<file path="config.mk">
export PLATFORM = sky130hd
export DESIGN_NAME = fpx_pack_unit
export DESIGN_NICKNAME = d
export VERILOG_FILES = /design/src/rtl/fpx_pkg.sv /design/src/rtl/fpx_norm_step.sv /design/src/rtl/fpx_rounder.sv /design/src/rtl/fpx_packer.sv /design/src/rtl/fpx_unpacker.sv /design/src/rtl/fpx_pack_unit.sv
export SDC_FILE = /design/constraint.sdc
export NUM_CORES = 1
export LEC_CHECK = 0
export ABC_AREA = 1
export BUFFER_PORTS_ARGS = -buffer_cell sky130_fd_sc_hd__buf_2
export CAP_MARGIN = 0
export CELL_PAD_IN_SITES_DETAIL_PLACEMENT = 0
export CELL_PAD_IN_SITES_GLOBAL_PLACEMENT = 2
export CORE_UTILIZATION = 27
export CTS_BUF_LIST = sky130_fd_sc_hd__clkbuf_2 sky130_fd_sc_hd__clkbuf_4 sky130_fd_sc_hd__clkbuf_8
export DETAILED_ROUTE_END_ITERATION = 8
export MAX_ROUTING_LAYER = met4
export PLACE_DENSITY = 0.81
export SYNTH_ARGS = -nofsm -noshare
export SYNTH_HDL_FRONTEND = slang
export SYNTH_SLANG_ARGS = --single-unit
export TNS_END_PERCENT = 5
</file>
<file path="constraint.sdc">
create_clock -name clk_i -period 4.5 [get_ports clk_i]
set_input_delay 0.675 -clock clk_i [delete_from_list [all_inputs] [get_ports clk_i]]
set_output_delay 0.675 -clock clk_i [all_outputs]
set_load 0.03 [all_outputs]
</file>
<file path="src/rtl/fpx_pkg.sv">
package fpx_pkg;
  localparam int unsigned WORD_W = 16;

  typedef enum logic [1:0] {
    ST_IDLE,
    ST_NORM,
    ST_ROUND,
    ST_DONE
  } fpx_state_e;
endpackage

</file>
<file path="src/rtl/fpx_norm_step.sv">
module fpx_norm_step #(
  parameter int unsigned MW = 48,
  parameter int unsigned EW = 18
) (
  input  logic [MW-1:0]        m_i,
  input  logic signed [EW-1:0] e_i,
  output logic                 zero_o,
  output logic                 norm_o,
  output logic [MW-1:0]        m_o,
  output logic signed [EW-1:0] e_o
);
  assign zero_o = (m_i == '0);
  assign norm_o = m_i[MW-1] ^ m_i[MW-2];
  assign m_o    = m_i << 1;
  assign e_o    = e_i - EW'(1);
endmodule

</file>
<file path="src/rtl/fpx_rounder.sv">
module fpx_rounder #(
  parameter int unsigned MW  = 48,
  parameter int unsigned PMW = 40,
  parameter int unsigned EW  = 18
) (
  input  logic [MW-1:0]        m_i,
  input  logic signed [EW-1:0] e_i,
  output logic [MW-1:0]        m_o,
  output logic signed [EW-1:0] e_o,
  output logic                 flip_o
);
  localparam int unsigned RW = MW - PMW;

  logic [MW-1:0] bias, sum, masked, shr;

  // negative values get half LSB minus one
  assign bias   = m_i[MW-1] ? {{(MW-RW+1){1'b0}}, {(RW-1){1'b1}}}
                            : {{(MW-RW){1'b0}}, 1'b1, {(RW-1){1'b0}}};
  assign sum    = m_i + bias;
  assign masked = {sum[MW-1:RW], {RW{1'b0}}};
  assign shr    = masked >> 1;
  assign flip_o = masked[MW-1] ^ m_i[MW-1];

  always_comb begin
    if (flip_o) begin
      m_o = {shr[MW-1:RW], {RW{1'b0}}};
      e_o = e_i + EW'(1);
    end else begin
      m_o = masked;
      e_o = e_i;
    end
  end
endmodule

</file>
<file path="src/rtl/fpx_packer.sv">
module fpx_packer #(
  parameter int unsigned PMW = 40,
  parameter int unsigned PEW = 8,
  parameter int unsigned EW  = 18
) (
  input  logic [PMW-1:0]       mant_i,
  input  logic signed [EW-1:0] e_i,
  output logic [PMW+PEW-1:0]   pk_o,
  output logic                 ovf_o
);
  localparam int EMAX = (2 ** (PEW - 1)) - 1;
  localparam int EMIN = -(2 ** (PEW - 1));

  logic [PMW-1:0] pm;
  logic [PEW-1:0] pe;

  always_comb begin
    pm    = '0;
    pe    = '0;
    ovf_o = 1'b0;
    if (mant_i == '0) begin
      pm = '0;
    end else if (int'(e_i) < EMIN) begin
      ovf_o = 1'b1;
    end else if (int'(e_i) > EMAX) begin
      ovf_o = 1'b1;
      pm    = mant_i[PMW-1] ? {1'b1, {(PMW-1){1'b0}}} : {1'b0, {(PMW-1){1'b1}}};
      pe    = PEW'(EMAX);
    end else begin
      pm = mant_i;
      pe = e_i[PEW-1:0];
    end
  end

  // exponent rotated: sign to bit 0
  assign pk_o = {pm, pe[PEW-2:0], pe[PEW-1]};
endmodule

</file>
<file path="src/rtl/fpx_unpacker.sv">
module fpx_unpacker #(
  parameter int unsigned MW  = 48,
  parameter int unsigned PMW = 40,
  parameter int unsigned PEW = 8
) (
  input  logic [PMW+PEW-1:0] pk_i,
  output logic [MW-1:0]      mant_o,
  output logic [PEW-1:0]     exp_o
);
  assign mant_o = {pk_i[PMW+PEW-1:PEW], {(MW-PMW){1'b0}}};
  assign exp_o  = {pk_i[0], pk_i[PEW-1:1]};
endmodule

</file>
<file path="src/rtl/fpx_pack_unit.sv">
module fpx_pack_unit
  import fpx_pkg::*;
#(
  parameter int unsigned MANT_W = 48,
  parameter int unsigned PK_MW  = 40,
  parameter int unsigned PK_EW  = 8,
  parameter int unsigned EXP_W  = 16
) (
  input  logic                clk_i,
  input  logic                rst_ni,
  input  logic                in_valid_i,
  output logic                in_ready_o,
  input  logic [MANT_W-1:0]   in_mant_i,
  input  logic [EXP_W-1:0]    in_exp_i,
  output logic                out_valid_o,
  input  logic                out_ready_i,
  output logic [WORD_W-1:0]   out_w0_o,
  output logic [WORD_W-1:0]   out_w1_o,
  output logic [WORD_W-1:0]   out_w2_o,
  output logic                out_ovf_o,
  input  logic [WORD_W-1:0]   upk_w0_i,
  input  logic [WORD_W-1:0]   upk_w1_i,
  input  logic [WORD_W-1:0]   upk_w2_i,
  output logic [MANT_W-1:0]   upk_mant_o,
  output logic [PK_EW-1:0]    upk_exp_o
);
  localparam int unsigned IEW       = EXP_W + 2;
  localparam int unsigned PK_W      = PK_MW + PK_EW;
  localparam int unsigned NWORDS    = PK_W / WORD_W;
  localparam int unsigned MAX_SHIFT = MANT_W - 1;
  localparam int unsigned CW        = $clog2(MANT_W);

  fpx_state_e           state_q;
  logic                 renorm_q;
  logic [CW-1:0]        cnt_q;
  logic [MANT_W-1:0]    m_q;
  logic signed [IEW-1:0] e_q;

  logic                 n_zero, n_norm, r_flip;
  logic [MANT_W-1:0]    n_m, r_m;
  logic signed [IEW-1:0] n_e, r_e;
  logic [PK_W-1:0]      pk, upk;

  fpx_norm_step #(.MW(MANT_W), .EW(IEW)) u_norm (
    .m_i(m_q), .e_i(e_q), .zero_o(n_zero), .norm_o(n_norm), .m_o(n_m), .e_o(n_e)
  );

  fpx_rounder #(.MW(MANT_W), .PMW(PK_MW), .EW(IEW)) u_rnd (
    .m_i(m_q), .e_i(e_q), .m_o(r_m), .e_o(r_e), .flip_o(r_flip)
  );

  fpx_packer #(.PMW(PK_MW), .PEW(PK_EW), .EW(IEW)) u_pack (
    .mant_i(m_q[MANT_W-1 -: PK_MW]), .e_i(e_q), .pk_o(pk), .ovf_o(out_ovf_o)
  );

  assign upk = {upk_w0_i, upk_w1_i, upk_w2_i};

  fpx_unpacker #(.MW(MANT_W), .PMW(PK_MW), .PEW(PK_EW)) u_unpack (
    .pk_i(upk), .mant_o(upk_mant_o), .exp_o(upk_exp_o)
  );

  always_ff @(posedge clk_i or negedge rst_ni) begin
    if (!rst_ni) begin
      state_q  <= ST_IDLE;
      renorm_q <= 1'b0;
      cnt_q    <= '0;
      m_q      <= '0;
      e_q      <= '0;
    end else begin
      unique case (state_q)
        ST_IDLE: if (in_valid_i) begin
          m_q      <= in_mant_i;
          e_q      <= {{2{in_exp_i[EXP_W-1]}}, in_exp_i};
          renorm_q <= 1'b0;
          cnt_q    <= '0;
          state_q  <= ST_NORM;
        end
        ST_NORM: begin
          if (n_zero) begin
            e_q     <= '0;
            state_q <= ST_DONE;
          end else if (n_norm || cnt_q == CW'(MAX_SHIFT)) begin
            state_q <= renorm_q ? ST_DONE : ST_ROUND;
          end else begin
            m_q   <= n_m;
            e_q   <= n_e;
            cnt_q <= cnt_q + CW'(1);
          end
        end
        ST_ROUND: begin
          m_q <= r_m;
          e_q <= r_e;
          if (r_flip) begin
            state_q <= ST_DONE;
          end else begin
            renorm_q <= 1'b1;
            cnt_q    <= '0;
            state_q  <= ST_NORM;
          end
        end
        ST_DONE: if (out_ready_i) state_q <= ST_IDLE;
        default: state_q <= ST_IDLE;
      endcase
    end
  end

  assign in_ready_o  = (state_q == ST_IDLE);
  assign out_valid_o = (state_q == ST_DONE);

  logic [WORD_W-1:0] words [NWORDS];
  for (genvar g = 0; g < NWORDS; g++) begin : g_word
    assign words[g] = pk[PK_W-1-g*WORD_W -: WORD_W];
  end

  assign out_w0_o = words[0];
  assign out_w1_o = words[1];
  assign out_w2_o = words[2];
endmodule

</file>
==> run_results.csv, run 1 <==
group,metric,value,unit
clocking,post-cts-setup-buffers,0,
clocking,htreeDepth,3,
outcome,stop_stage,"detailed routing",
die,initial_core_util,27.4,%
clocking,clockBufferDepth,2,
grt,grt_max_degree,61,
placed_design,place.port_buffers,118,
clocking,clkSinkCount,75,
outcome,status,"stopped before the end",
grt,grt_pass1_vias,9445,
clocking,cts_root_buf,"clkbuf_8",
timing,worst-ep-kind,"register input",
placed_design,routabilityCongestion,0.948,
grt,grt_usage,23.2,%
logic_synthesis,ys_ff_latch,75,
grt,grt_antenna_before_repair,1,
die,rows,64,
outcome,error,"[ERROR DRT-0255] Maze Route cannot find path of net upk_w1_i[14] in worker of routeBox ( 144900 0 ) ( 178190 48300 ).",
clocking,cts_buffers,9,
logic_synthesis,ys_seq_area_share,22.4,%
logic_synthesis,yosysWarnings,0,
timing,worst_endpoint,"e_q[1]$_DFFE_PN0P_/D",
die,fp.dieH,178,um
grt,grt_pass1_wl,54.4,mm
grt,grt-ovfl-total,0,
logic_synthesis,syn_area,8380,um2
die,pin_count,223,
logic_synthesis,avgSynthCellArea,5.69,um2
placed_design,dp_hpwl,26.5,mm
die,dieWidth,178,um
logic_synthesis,netlist_instances,1474,
logic_synthesis,synth_cell_type_count,36,
synth_stat cells (all sizes together):
| library cell | instances | area, um2 |
|---|---|---|
| nand2 | 405 | 1540 |
| nand3b | 3 | 22.5 |
| xnor2 | 3 | 26.3 |
| o211ai | 4 | 30.0 |
| ha | 16 | 200 |
| nor4 | 3 | 18.8 |
| buf | 81 | 582 |
| nand3 | 187 | 941 |
| dfrtp | 75 | 1880 |
| xor2 | 11 | 96.3 |
| nor3 | 25 | 125 |
| and2 | 3 | 18.8 |
| or2 | 1 | 6.26 |
| a21oi | 94 | 474 |
| o21ai | 89 | 445 |
| a221oi | 1 | 8.76 |
| clkinv | 1 | 3.75 |
| a21boi | 14 | 105 |
| clkbuf | 25 | 93.8 |
| conb | 1 | 3.75 |
| inv | 162 | 608 |
| nor2 | 222 | 853 |
| nor3b | 1 | 7.51 |
| nand4 | 42 | 263 |
| a31oi | 5 | 31.3 |
layer usage:
metal / GRT usage, %
met1: 30.0
met2: 38.0
met3: 2.92
met4: 6.32
met5: -
metrics by stage:
| stage | std cells | worst slack (ns) | hold WS, ns | instance area, um2 |
|---|---|---|---|---|
| 5_1_grt | 1919 | 0.0437 | 0.359 | 9170 |
| 4_1_cts | 1918 | 0.289 | 0.331 | 9160 |
| 3_5_place_dp | 1902 | 0.298 | 0.502 | 8940 |
| 3_3_place_gp | 1902 | 0.445 | 0.483 | 8940 |
| 2_1_floorplan | 1481 | 1.18 | 0.379 | 8410 |
cells by family after synthesis:
kind of cell	share of synthesized area, %
simple gates	45.3
buf+inv	15.4
compound gates	13.1
flops	22.4
fa+ha+maj	2.39
xor+xnor	1.46
other cells	0.0447
repair_timing:
item                                    CTS  global route
hold buffers                              0             0
endpoints found under the setup margin    0            17
resized for setup                         0             3
==> inputs of run 2 (changes only) <==
CELL_PAD_IN_SITES_DETAIL_PLACEMENT = default   (was 0)
CELL_PAD_IN_SITES_GLOBAL_PLACEMENT = default   (was 2)
CORE_UTILIZATION = 40   (was 27)
CTS_BUF_LIST = default   (was sky130_fd_sc_hd__clkbuf_2 sky130_fd_sc_hd__clkbuf_4 sky130_fd_sc_hd__clkbuf_8)
MAX_ROUTING_LAYER = default   (was met4)
PLACE_DENSITY = default   (was 0.81)
PLACE_DENSITY_LB_ADDON = 0.15   (was default)
==> run_results.csv, run 2 <==
group,metric,value,unit
grt,grt_usage,28.9,%
logic_synthesis,synth_most_common_cell,"nand2_1",
timing,hold_violations,0,
placed_design,routabilityCongestion,0.979,
cells_and_area,largest-register,"m_q",
timing,timing.final.crit_share,91.5,%
timing,setup_tns,0,ns
die,dieWidth,147,um
route,first_iter_violations,920,
timing,fin_skew,0.0116,ns
clocking,cts_buffers,9,
die,fp.dieH,147,um
pwr,ir_drop,876,uV
route,via_per_inst,5.43,
grt,grt_pass1_wl,48.6,mm
pwr,power,8.24,mW
worst_setup_path,cp-start-kind,"register",
worst_setup_path,cp-end-kind,"register",
clocking,htreeDepth,3,
worst_setup_path,arrival,4.36,ns
grt,grt_max_degree,69,
die,initial_core_util,41.2,%
job,max_cap_violations,0,
route,totalWireLength,31.1,mm
logic_synthesis,synth_edf_count,0,
route,wire_per_inst,17.3,um
worst_setup_path,path_class,"register to register",
route,drtPass1Iterations,6,
die,core-area,20400,um2
placed_design,dp_slack,0.394,ns
logic_synthesis,yosysWarnings,0,
route,ant_nets,0,
logic_synthesis,synth_top_cell_area_share,22.4,%
outcome,status,"completed",
worst_setup_path,crit_fanout,18,
clocking,clkSinkCount,75,
clocking,clkTransAtPathRegs,0.07,ns
timing,tightestPinTransition,1.06,ns
die,die-area,21500,um2
clocking,clockBufferDepth,2,
clocking,cts_root_buf,"clkbuf_16",
cells_and_area,largestRegisters,"m_q: 48 flops, e_q: 18 flops, cnt_q: 6 flops",
route,drc,0,
pwr,power_density,910,nW/um2
cells_and_area,drive_gt1_share,11.3,%
die,pin_count,223,
logic_synthesis,ys_ff_latch,75,
worst_setup_path,setup.worst_path.start,"m_q[47]$_DFFE_PN0P_",
logic_synthesis,synth_cell_type_count,36,
logic_synthesis,yosysTopAreaCell,"dfrtp_1",
logic_synthesis,netlist_instances,1474,
timing,fmax,243,MHz
placed_design,dp_hpwl,23.4,mm
cells_and_area,final_common_cell,"nand2_1",
worst_setup_path,rr_startpoint,"m_q[47]$_DFFE_PN0P_",
logic_synthesis,ys_seq_area_share,22.4,%
clocking,worstSkewPairLatency,0.36,ns
grt,grt-ovfl-total,0,
worst_setup_path,critPathRequiredTime,4.74,ns
cells_and_area,layout_common_cells,"399 x nand2_1, 218 x nor2_1, 186 x nand3_1",
die,rows,52,
pwr,p_leak,4.49,nW
timing,report.final.setup_viol,0,
route,via_count,9729,
logic_synthesis,yosys_most_used_dff,"dfrtp_1",
cells_and_area,largest_reg_flops,48,
logic_synthesis,avgSynthCellArea,5.69,um2
logic_synthesis,synthTopCellsByCount,"399 x nand2_1, 218 x nor2_1, 186 x nand3_1",
logic_synthesis,synthTopCellsByArea,"dfrtp_1 22%, nand2_1 18%, nand3_1 11%",
timing,finalCriticalPeriod,4.12,ns
timing,drv_slew,0,
placed_design,place.port_buffers,118,
cells_and_area,antenna_cells,0,
timing,setup_ws,0.380,ns
logic_synthesis,syn_area,8380,um2
cells_and_area,nets,1650,
grt,grt_antenna_before_repair,0,
logic_synthesis,async_flop_share,100,%
timing,max-slew-margin-rel,29.1,%
grt,grt_pass1_vias,8886,
timing,rsz0062_at_grt,"no",
cells_and_area,area_delta_synth_final,8.03,%
min_path,hp-class,"input pin to async pin",
clocking,cts_tree,"done",
## run 2: cell counts after synthesis
No cell type changed its count.
## run 2: layer usage
| metal | part of all wire, % | up-vias | track usage (%) |
|---|---|---|---|
| li1 | - | 4810 | - |
| met1 | 45 | 4445 | 39.8 |
| met2 | 45 | 417 | 46.6 |
| met3 | 7.4 | 57 | 3.85 |
| met4 | 2.4 | 0 | 9.64 |
| met5 | 0 | - | 0 |
## run 2: critical path: stages, from the launching register on
cell	delay, ns
dfrtp_1	0.41
buf_4	0.19
ha_1	0.33
nand2_1	0.08
o21ai_0	0.34
nand3_1	0.12
nand2_1	0.25
nand3_1	0.11
nor4_1	0.19
nand2_1	0.08
ha_1	0.29
xnor2_1	0.18
buf_4	0.19
nor2_4	0.09
inv_2	0.07
nand2_1	0.06
inv_1	0.05
nand2_2	0.34
clkinv_2	0.36
nor2_1	0.20
a21oi_1	0.05
## run 2: cell families after synthesis
kind of cell             share of synthesized area, %
AO/OA/AOI/OAI                                    13.1
XOR/XNOR                                         1.46
adder cells (fa/ha/maj)                          2.39
buffers and inverters                            15.4
flip-flops                                       22.4
other                                          0.0447
AND/OR/NAND/NOR                                  45.3
## run 2: final cells by class
class	instances	area, um2
fill	2292	11300
clock buffer	9	225
clock inverter	7	50.0
timing repair buffer	132	698
tap	270	338
sequential	75	1880
inverter	163	613
multi-input combinational	1137	5250
## run 2: where the power goes
group / switching, mW / internal (mW)
sequential: 0.474 / 1.03
clock: 0.344 / 0.376
combinational: 4.28 / 1.73
total: 5.10 / 3.14
## run 2: worst paths after layout
check	end	slack, ns	depth (start not counted)
max in group asynchronous	e_q[2]$_DFFE_PN0P_	3.22	2
hold / removal	m_q[1]$_DFFE_PN0P_	0.37	1
min in group clk_i	cnt_q[1]$_DFFE_PN0P_	0.52	2
setup reg to reg	e_q[1]$_DFFE_PN0P_	0.38	20
setup / recovery	e_q[1]$_DFFE_PN0P_	0.38	20
hold reg to reg	cnt_q[1]$_DFFE_PN0P_	0.52	2
## run 2: timing repair
| item | CTS | global route |
|---|---|---|
| buffers inserted | 0 | 0 |
| resized for setup | 0 | 1 |
| endpoints found under the setup margin | 0 | 2 |
| hold buffers | 0 | 0 |
## run 2: through the flow
| stage | instances | cell area, um2 | utilization [%] | hold slack, ns |
|---|---|---|---|---|
| final | 1793 | 9050 | 44.5 | 0.371 |
| after global placement | 1777 | 8780 | 43.1 | 0.499 |
| after detailed placement | 1777 | 8780 | 43.1 | 0.501 |
| after floorplan | 1481 | 8410 | - | 0.379 |
| after global routing | 1793 | 9050 | 44.5 | 0.422 |
| after CTS | 1793 | 9050 | 44.5 | 0.396 |
Note: power is estimated with default switching activity, not from simulation.
